===== src/rtl/lbist_pkg.sv =====
package lbist_pkg;
  typedef enum logic [1:0] {
    ST_IDLE = 2'd0,
    ST_RUN  = 2'd1,
    ST_DONE = 2'd2,
    ST_HOLD = 2'd3
  } seq_state_e;
endpackage


===== src/rtl/lbist_rst_sync.sv =====
module lbist_rst_sync (
  input  logic clk,
  input  logic rst_n,
  output logic rst_n_sync
);
  logic [1:0] sync_q;

  always_ff @(posedge clk or negedge rst_n) begin
    if (!rst_n) sync_q <= 2'b00;
    else        sync_q <= {sync_q[0], 1'b1};
  end

  assign rst_n_sync = sync_q[1];
endmodule


===== src/rtl/lbist_lfsr.sv =====
module lbist_lfsr #(
  parameter int          W    = 3,
  parameter logic [W-1:0] TAPS = 3'b101,
  parameter logic [W-1:0] SEED = 3'b111
) (
  input  logic         clk,
  input  logic         rst_n,
  input  logic         load,
  input  logic         adv,
  output logic [W-1:0] q
);
  logic [W-1:0] q_q, q_d;

  always_comb begin
    q_d = q_q;
    if (load)     q_d = SEED;
    else if (adv) q_d = {q_q[W-2:0], ^(q_q & TAPS)};
  end

  always_ff @(posedge clk or negedge rst_n) begin
    if (!rst_n) q_q <= SEED;
    else        q_q <= q_d;
  end

  assign q = q_q;

  // generator never locks in the all-zero state
  a_r1_never_zero: assert property (@(posedge clk) disable iff (!rst_n)
    q_q != '0);

  // a run start always reloads the seed
  a_r7_seed_reload: assert property (@(posedge clk) disable iff (!rst_n)
    load |=> (q_q == SEED));
endmodule


===== src/rtl/lbist_misr.sv =====
module lbist_misr #(
  parameter int           W    = 3,
  parameter logic [W-1:0] TAPS = 3'b101
) (
  input  logic         clk,
  input  logic         rst_n,
  input  logic         clr,
  input  logic         en,
  input  logic [W-1:0] resp,
  output logic [W-1:0] sig_nxt,
  output logic [W-1:0] sig
);
  logic [W-1:0] sig_q, sig_d;

  assign sig_nxt = {sig_q[W-2:0], ^(sig_q & TAPS)} ^ resp;

  always_comb begin
    sig_d = sig_q;
    if (clr)     sig_d = '0;
    else if (en) sig_d = sig_nxt;
  end

  always_ff @(posedge clk or negedge rst_n) begin
    if (!rst_n) sig_q <= '0;
    else        sig_q <= sig_d;
  end

  assign sig = sig_q;

  // every run begins with an empty signature
  a_r6_start_zero: assert property (@(posedge clk) disable iff (!rst_n)
    clr |=> (sig_q == '0));
endmodule


===== src/rtl/lbist_seq.sv =====
module lbist_seq
  import lbist_pkg::*;
#(
  parameter int           W       = 3,
  parameter int           RUN_LEN = 7,
  parameter logic [W-1:0] EXP_SIG = '0
) (
  input  logic         clk,
  input  logic         rst_n,
  input  logic         test_en,
  input  logic [W-1:0] sig_nxt,
  output logic         load,
  output logic         clr,
  output logic         step,
  output logic         done,
  output logic         fail
);
  localparam int CW = $clog2(RUN_LEN + 1);
  localparam logic [CW-1:0] LAST = CW'(RUN_LEN - 1);

  seq_state_e   st_q, st_d;
  logic [CW-1:0] cnt_q, cnt_d;
  logic          fail_q, fail_d;
  logic          capture, verdict_clr;

  always_comb begin
    st_d        = st_q;
    cnt_d       = cnt_q;
    load        = 1'b0;
    clr         = 1'b0;
    step        = 1'b0;
    capture     = 1'b0;
    verdict_clr = 1'b0;
    unique case (st_q)
      ST_IDLE: begin
        if (test_en) begin
          st_d        = ST_RUN;
          load        = 1'b1;
          clr         = 1'b1;
          verdict_clr = 1'b1;
          cnt_d       = '0;
        end
      end
      ST_RUN: begin
        if (!test_en) begin
          st_d = ST_IDLE;
        end else begin
          step  = 1'b1;
          cnt_d = cnt_q + 1'b1;
          if (cnt_q == LAST) begin
            st_d    = ST_DONE;
            capture = 1'b1;
          end
        end
      end
      ST_DONE: begin
        if (!test_en) begin
          st_d        = ST_IDLE;
          verdict_clr = 1'b1;
        end else begin
          st_d = ST_HOLD;
        end
      end
      ST_HOLD: begin
        if (!test_en) begin
          st_d        = ST_IDLE;
          verdict_clr = 1'b1;
        end
      end
      default: st_d = ST_IDLE;
    endcase
  end

  always_comb begin
    fail_d = fail_q;
    if (verdict_clr)  fail_d = 1'b0;
    else if (capture) fail_d = (sig_nxt != EXP_SIG);
  end

  always_ff @(posedge clk or negedge rst_n) begin
    if (!rst_n) begin
      st_q   <= ST_IDLE;
      cnt_q  <= '0;
      fail_q <= 1'b0;
    end else begin
      st_q   <= st_d;
      cnt_q  <= cnt_d;
      fail_q <= fail_d;
    end
  end

  assign done = (st_q == ST_DONE);
  assign fail = fail_q;

  // done is a single-cycle pulse
  a_r4_done_pulse: assert property (@(posedge clk) disable iff (!rst_n)
    done |=> !done);

  // done follows exactly RUN_LEN stepping cycles
  a_r4_run_length: assert property (@(posedge clk) disable iff (!rst_n)
    $rose(done) |-> ($past(cnt_q) == LAST));

  // the verdict can only rise together with done
  a_r5_fail_on_done: assert property (@(posedge clk) disable iff (!rst_n)
    $rose(fail_q) |-> done);

  // a low enable clears the verdict on the next cycle
  a_r5_fail_clear: assert property (@(posedge clk) disable iff (!rst_n)
    !test_en |=> !fail_q);
endmodule


===== src/rtl/selftest_wrap.sv =====
module selftest_wrap #(
  parameter int           W       = 3,
  parameter logic [W-1:0] TAPS    = 3'b101,
  parameter logic [W-1:0] SEED    = 3'b111,
  parameter logic [W-1:0] EXP_SIG = 3'b000
) (
  input  logic         clk,
  input  logic         rst_n,
  input  logic         test_en,
  input  logic [W-1:0] pi,
  output logic [W-1:0] po,
  output logic [W-1:0] cut_in,
  input  logic [W-1:0] cut_resp,
  output logic         done,
  output logic         sig_fail
);
  localparam int RUN_LEN = (2 ** W) - 1;

  logic         rst_n_i;
  logic         load, clr, step;
  logic [W-1:0] pattern, sig_nxt, sig_unused;

  lbist_rst_sync u_rst (
    .clk        (clk),
    .rst_n      (rst_n),
    .rst_n_sync (rst_n_i)
  );

  lbist_lfsr #(.W(W), .TAPS(TAPS), .SEED(SEED)) u_gen (
    .clk   (clk),
    .rst_n (rst_n_i),
    .load  (load),
    .adv   (step),
    .q     (pattern)
  );

  lbist_misr #(.W(W), .TAPS(TAPS)) u_cmp (
    .clk     (clk),
    .rst_n   (rst_n_i),
    .clr     (clr),
    .en      (step),
    .resp    (cut_resp),
    .sig_nxt (sig_nxt),
    .sig     (sig_unused)
  );

  lbist_seq #(.W(W), .RUN_LEN(RUN_LEN), .EXP_SIG(EXP_SIG)) u_seq (
    .clk     (clk),
    .rst_n   (rst_n_i),
    .test_en (test_en),
    .sig_nxt (sig_nxt),
    .load    (load),
    .clr     (clr),
    .step    (step),
    .done    (done),
    .fail    (sig_fail)
  );

  assign cut_in = test_en ? pattern : pi;
  assign po     = cut_resp;

  // nothing reports a result while reset is active
  a_r9_quiet_reset: assert property (@(posedge clk)
    !rst_n_i |-> (!done && !sig_fail));
endmodule


===== config.mk =====
export PLATFORM = sky130hd
export DESIGN_NAME = selftest_wrap
export DESIGN_NICKNAME = d
export VERILOG_FILES = /design/src/rtl/lbist_pkg.sv /design/src/rtl/lbist_rst_sync.sv /design/src/rtl/lbist_lfsr.sv /design/src/rtl/lbist_misr.sv /design/src/rtl/lbist_seq.sv /design/src/rtl/selftest_wrap.sv
export SDC_FILE = /design/constraint.sdc
export NUM_CORES = 1
export LEC_CHECK = 0
export BUFFER_PORTS_ARGS = -buffer_cell sky130_fd_sc_hd__buf_4
export CAP_MARGIN = 20
export CORE_UTILIZATION = 50
export CTS_BUF_LIST = sky130_fd_sc_hd__clkbuf_16
export DETAILED_ROUTE_END_ITERATION = 8
export PLACE_DENSITY = 0.75
export REMOVE_ABC_BUFFERS = 1
export SLEW_MARGIN = 10
export SYNTH_ARGS = -nofsm -noshare
export SYNTH_HDL_FRONTEND = slang
export SYNTH_HIERARCHICAL = 1
export SYNTH_SLANG_ARGS = --single-unit

===== constraint.sdc =====
create_clock -name clk -period 1 [get_ports clk]
set_clock_uncertainty 0.2 [all_clocks]
set_input_delay 0.1 -clock clk [delete_from_list [all_inputs] [get_ports clk]]
set_output_delay 0.1 -clock clk [all_outputs]
set_load 0.05 [all_outputs]

* After elaboration in Yosys (flattened, before gate mapping) *
Index checks and enable logic that the tools add are counted.

operators by class
  equal/unequal tests = 8
  reductions and logical operators = 10
  bitwise logic cells = 1
  add/subtract/negate cells = 1
  muxes and demuxes = 24

operator list
  kind                                                                   count
  3-bit two-way mux                                                      7
  2-bit two-way mux                                                      5
  1-bit two-way mux                                                      9
  2-bit case mux with 4 select lines                                     1
  2-bit != test, second input constant                                   3
  3-bit case mux with 2 select lines                                     1
  3-bit AND reduction                                                    2
  2-bit nonzero test                                                     3
  3-bit XOR reduction                                                    2
  2-bit equality test, second input constant                             2
  3-bit by 1-bit adder with 3-bit output, second input constant          1
  3-bit equality test, second input constant                             1
  3-bit by 2-bit != test with 1-bit output, second input constant        1
  3-bit nonzero test                                                     1
  3-bit bitwise XOR                                                      1
  2-bit by 1-bit equality test with 1-bit output, second input constant  1
  2-bit zero test                                                        1
  1-bit case mux with 2 select lines                                     1
  2-bit OR reduction                                                     1

word-level totals
  word-level logic and storage cells = 50
  input bits = 9
  output and inout port bits = 8
  register bits = 14

* Logic depth before layout (Yosys ltp) *
  word-level depth = 6
  gate-level depth with buffers = 5

* By module *
Netlist, hierarchy kept.

modules (own cells, without submodules)
  module          cells an instance  area an instance (µm²)  times used
  lbist_seq       33                 342.8                   1
  lbist_misr      15                 165.2                   1
  lbist_lfsr      10                 128.9                   1
  selftest_wrap   6                  56.3                    1
  lbist_rst_sync  3                  53.8                    1

* Least setup slack after synthesis *
OpenSTA, ideal clock, no wires.

  path type = reg-to-reg
  from = register u_seq.st_q[1]
  to = register u_cmp.sig_q[0], in the netlist u_cmp/sig[0]
  required time = 0.672 ns
  stages on the path, launching flop included = 6
  arrival time = 1.406 ns
  path slack = -0.733 ns
  clock period less this slack = 1.733 ns
  buffers on the path = 1
  setup time = 0.128 ns
  path through = dfrtp_1 -> nand2b_1 -> buf_6 -> nor2_2 -> nor2b_1 -> mux2_1

between the ends
  cells in the longest elaborated chain, start to end = 3
  elaborated cells between the ends (all ways) = 6

ends and longest elaborated chain
  what                                            RTL line             source
  start: declaration                              lbist_seq.sv:21      seq_state_e st_q, st_d;
  start signal: assignment                        lbist_seq.sv:86      st_q <= st_d;
  2-bit by 1-bit equality test with 1-bit output  lbist_seq.sv:34      unique case (st_q)
  1-bit two-way mux                               lbist_seq.sv:34
  net step                                        selftest_wrap.sv:20  logic load, clr, step;
  2-bit nonzero test (no source line)             --
  end signal: assignment                          lbist_misr.sv:25     else sig_q <= sig_d;
  end: declaration                                lbist_misr.sv:13     logic [W-1:0] sig_q, sig_d;

The timed path passes the listed nets, and every way through them passes these cells.
A chain may end at the register's enable or synchronous reset.

* Final worst setup path *
  from = register u_cmp.sig_q[2], in the netlist u_cmp/sig[2]
  to = register u_seq.fail_q, in the netlist u_seq/fail

between the ends
  cells in the longest elaborated chain, start to end = 5

ends and longest elaborated chain
  what                    RTL line             source
  3-bit XOR reduction     lbist_misr.sv:15     assign sig_nxt = {sig_q[W-2:0], ^(sig_q & TAPS)} ^ resp;
  3-bit bitwise XOR       lbist_misr.sv:15
  net sig_nxt[0]          selftest_wrap.sv:21  logic [W-1:0] pattern, sig_nxt, sig_unused;
  3-bit nonzero test      lbist_seq.sv:77      else if (capture) fail_d = (sig_nxt != EXP_SIG);
  1-bit two-way mux       lbist_seq.sv:77
  1-bit two-way mux       lbist_seq.sv:76      if (verdict_clr) fail_d = 1'b0;
  end signal: assignment  lbist_seq.sv:88      fail_q <= fail_d;
  end: declaration        lbist_seq.sv:23      logic fail_q, fail_d;

The timed path passes the listed nets, and every way through them passes these cells. The select of a mux whose other input is x is not followed.

==> impl_metrics.yaml <==
place:
  dpl_cell_area_um2: 950
  place_congestion: 0.696
  port_buffers: 16
  dp.cells: 107
  detailedPlacementHpwl_mm: 1.05
clock_network:
  clk_latency_ns: 0.25
  cts_tree: "built"
  cts_buffer_depth: 2
  clkSlewWorstSetupHoldPaths_ns: 0.05
  cts_buffers: 3
  clockRootBuffer: "clkbuf_16"
  htree_levels: 1
  clock_sink_count: 14
sta:
  hold_slack_ns: -0.0339
  worst_slack_ns: -0.625
  drv_slew: 0
  fin_crit_sh_pct: 162
  hold_viol_final: 9
  setup_viol_count_final: 17
  layout_min_cycle_time_ns: 1.62
  rsz0062_at_grt: "yes"
  clock.fmax_mhz: 615
detailed_routing:
  wl_met2_mm: 1.44
  dr.first_iter.drc_count: 47
  routed_wl_mm: 3.06
  wl_per_cell_um: 25.3
  firstDrtPassIters: 4
  wl_met3_um: 294
  via_per_inst: 6.15
  dr.max_layer_used: "met4"
  drt-met1-wl_mm: 1.15
  drcViolationCount: 0
  postRouteAntennaNets: 0
  vias: 744
layout:
  finish.utilization_pct: 96.5
  final_cells: 121
  multi_input_area_um2: 473
  regArea_um2: 355
  syn2layout_area_growth_pct: 74.4
  diodes: 0
  finalNetCount: 118
  fillCellCount: 27
  drive_gt1_share_pct: 66.0
  final_area_mm2: 0.00130
global_route:
  grt_max_degree: 13
  antenna_found_initial: 0
  grt_overflow_total: 0
  grtUsageTotal_pct: 33.4
  grt_pass1_vias: 649
  grt_pass1_wl_mm: 3.25
critical_path:
  end_kind: "register"
  crit_arrival_ns: 1.61
  crit_path_max_fanout: 2
  critPathRequiredTime_ns: 0.98
  critPathLaunchType: "register"
  worstSetupPathType: "register to register"
status:
  violations: "hold timing, setup timing"
  status: "complete, but fails checks"
run:
  cap_violations: 0
die:
  rows: 13
  die_y_um: 40.7
  dieArea_mm2: 0.00165
  ios: 17
  die_w_um: 40.7
  initial_core_util_pct: 55.3
  core-area_mm2: 0.00135
power_and_ir_drop:
  p_leak_nw: 0.611
  p_per_area_mw_per_mm2: 1860
  vdd_drop_max_mv: 1.52
synth:
  ys_seq_elements: 14
  synth_top_area_share_pct: 36.9
  yosys-top-cells-area: "dfrtp_1, dfstp_2, mux2_2"
  ys_types: 31
  ys_warn_count: 6
  yosysSeqAreaShare_pct: 47.4
  synth_area_per_cell_um2: 11.1
  synth_edf_count: 0
  postSynthCellCount: 67
  netlist.top_cell.by_area: "dfrtp_1"
  synth_area_um2: 747
  synthFlopType: "dfrtp_1"
  async_reset_ff_share_pct: 100
hold_path:
  hp-class: "register to asynchronous set/reset pin"
==> flip-flops by register name, summed over array words and instances, names as in the netlist <==
| register | flops |
|---|---|
| u_gen/q | 3 |
| u_seq/fail | 1 |
| u_rst/sync_q | 2 |
| u_seq/cnt_q | 3 |
| u_cmp/sig | 3 |
| u_seq/st_q | 2 |
==> cell type report <==
class	count	area share [%]
sequential	14	27.3
multi-input combinational	45	36.3
inverter	3	0.865
timing repair buffer	40	28.0
clock inverter	1	0.288
tap	15	1.44
clock buffer	3	5.76
==> synth_stat cells (2+ instances only) <==
master,number
buf_4,4
nor2_1,5
mux2_2,4
nor3_1,2
xnor2_1,2
ha_1,2
nor2b_1,4
a21boi_0,2
dfstp_2,3
dfrtp_1,11
nand2b_1,3
inv_1,3
a211o_1,2
mux2i_1,2
xor2_1,2
==> critical path, cell delays in order (launching register included) <==
cell and delay (ns):
dfrtp_1 0.41, xnor2_2 0.17, xnor2_1 0.36, nor3_2 0.09, nor3_2 0.17, a21bo_1 0.16
==> placed cells by master, fill, tap and decap left out, types with 2 or more instances in the layout <==
cell type	synthesis	layout
buf_8	0	4
dfstp_2	3	3
ha_4	0	2
dfrtp_1	11	10
buf_6	1	8
clkbuf_16	0	3
dlygate4sd3_1	0	2
inv_2	0	3
nor3_2	0	2
nor2b_1	4	3
xor2_1	2	2
buf_4	4	26
nor2_1	5	3
mux2i_1	2	2
nor2_4	0	2
nand2b_1	3	2
mux2_4	0	5
a211o_1	2	2
==> kinds of logic after synthesis <==
family | synth area share, %
flip-flops | 47.4
other | 0.502
adder cells (fa/ha/maj) | 3.35
multiplexers | 10.2
XOR/XNOR | 4.69
AO/OA/AOI/OAI | 13.1
AND/OR/NAND/NOR | 13.7
buffers and inverters | 7.04
==> through the flow <==
step           hold slack (ns)  worst slack, ns  power, mW  setup TNS (ns)
2_1_floorplan           -0.396           -0.741       1.02           -5.50
3_3_place_gp            -0.318           -0.494       1.24           -4.79
3_5_place_dp            -0.317           -0.531       1.26           -5.16
4_1_cts                -0.0375           -0.460       2.22           -5.51
5_1_grt               -0.00357           -0.636       2.49           -6.90
6_report               -0.0339           -0.625       2.42           -6.69
==> what timing repair did <==
item / 4_1_cts / 5_1_grt
cloned: 0 / 1
hold buffers: 2 / 0
buffers inserted: 5 / 5
gates resized for setup: 39 / 14
setup endpoints to repair: 17 / 17
endpoints found under the hold margin: 13 / 0
pin swaps: 9 / 10
==> path summary, 6_finish.rpt <==
check,start,endpoint,slack [ns],cells past startpoint
setup / recovery,u_cmp/sig[2],u_seq/fail,-0.62,5
max in group asynchronous,u_rst/sync_q[1],u_gen/q[0],0.41,1
setup reg to reg,u_cmp/sig[2],u_seq/fail,-0.62,5
hold / removal,u_rst/sync_q[1],u_cmp/sig[1],-0.03,1
hold reg to reg,u_rst/sync_q[1],u_cmp/sig[1],-0.03,1
min in group clk,test_en,u_seq/fail,0.11,3
==> power by group <==
part	switching (mW)	internal [mW]	total, mW
logic	0.438	0.429	0.867
clock network	0.253	0.531	0.784
registers	0.108	0.665	0.773
==> per-layer routing <==
metal / up-vias / track usage [%]
met5: - / 0
met4: 0 / 16.7
met3: 24 / 7.61
met2: 57 / 57.5
met1: 362 / 38.4
li1: 301 / -
No activity file was read; power rests on OpenSTA's default activity.
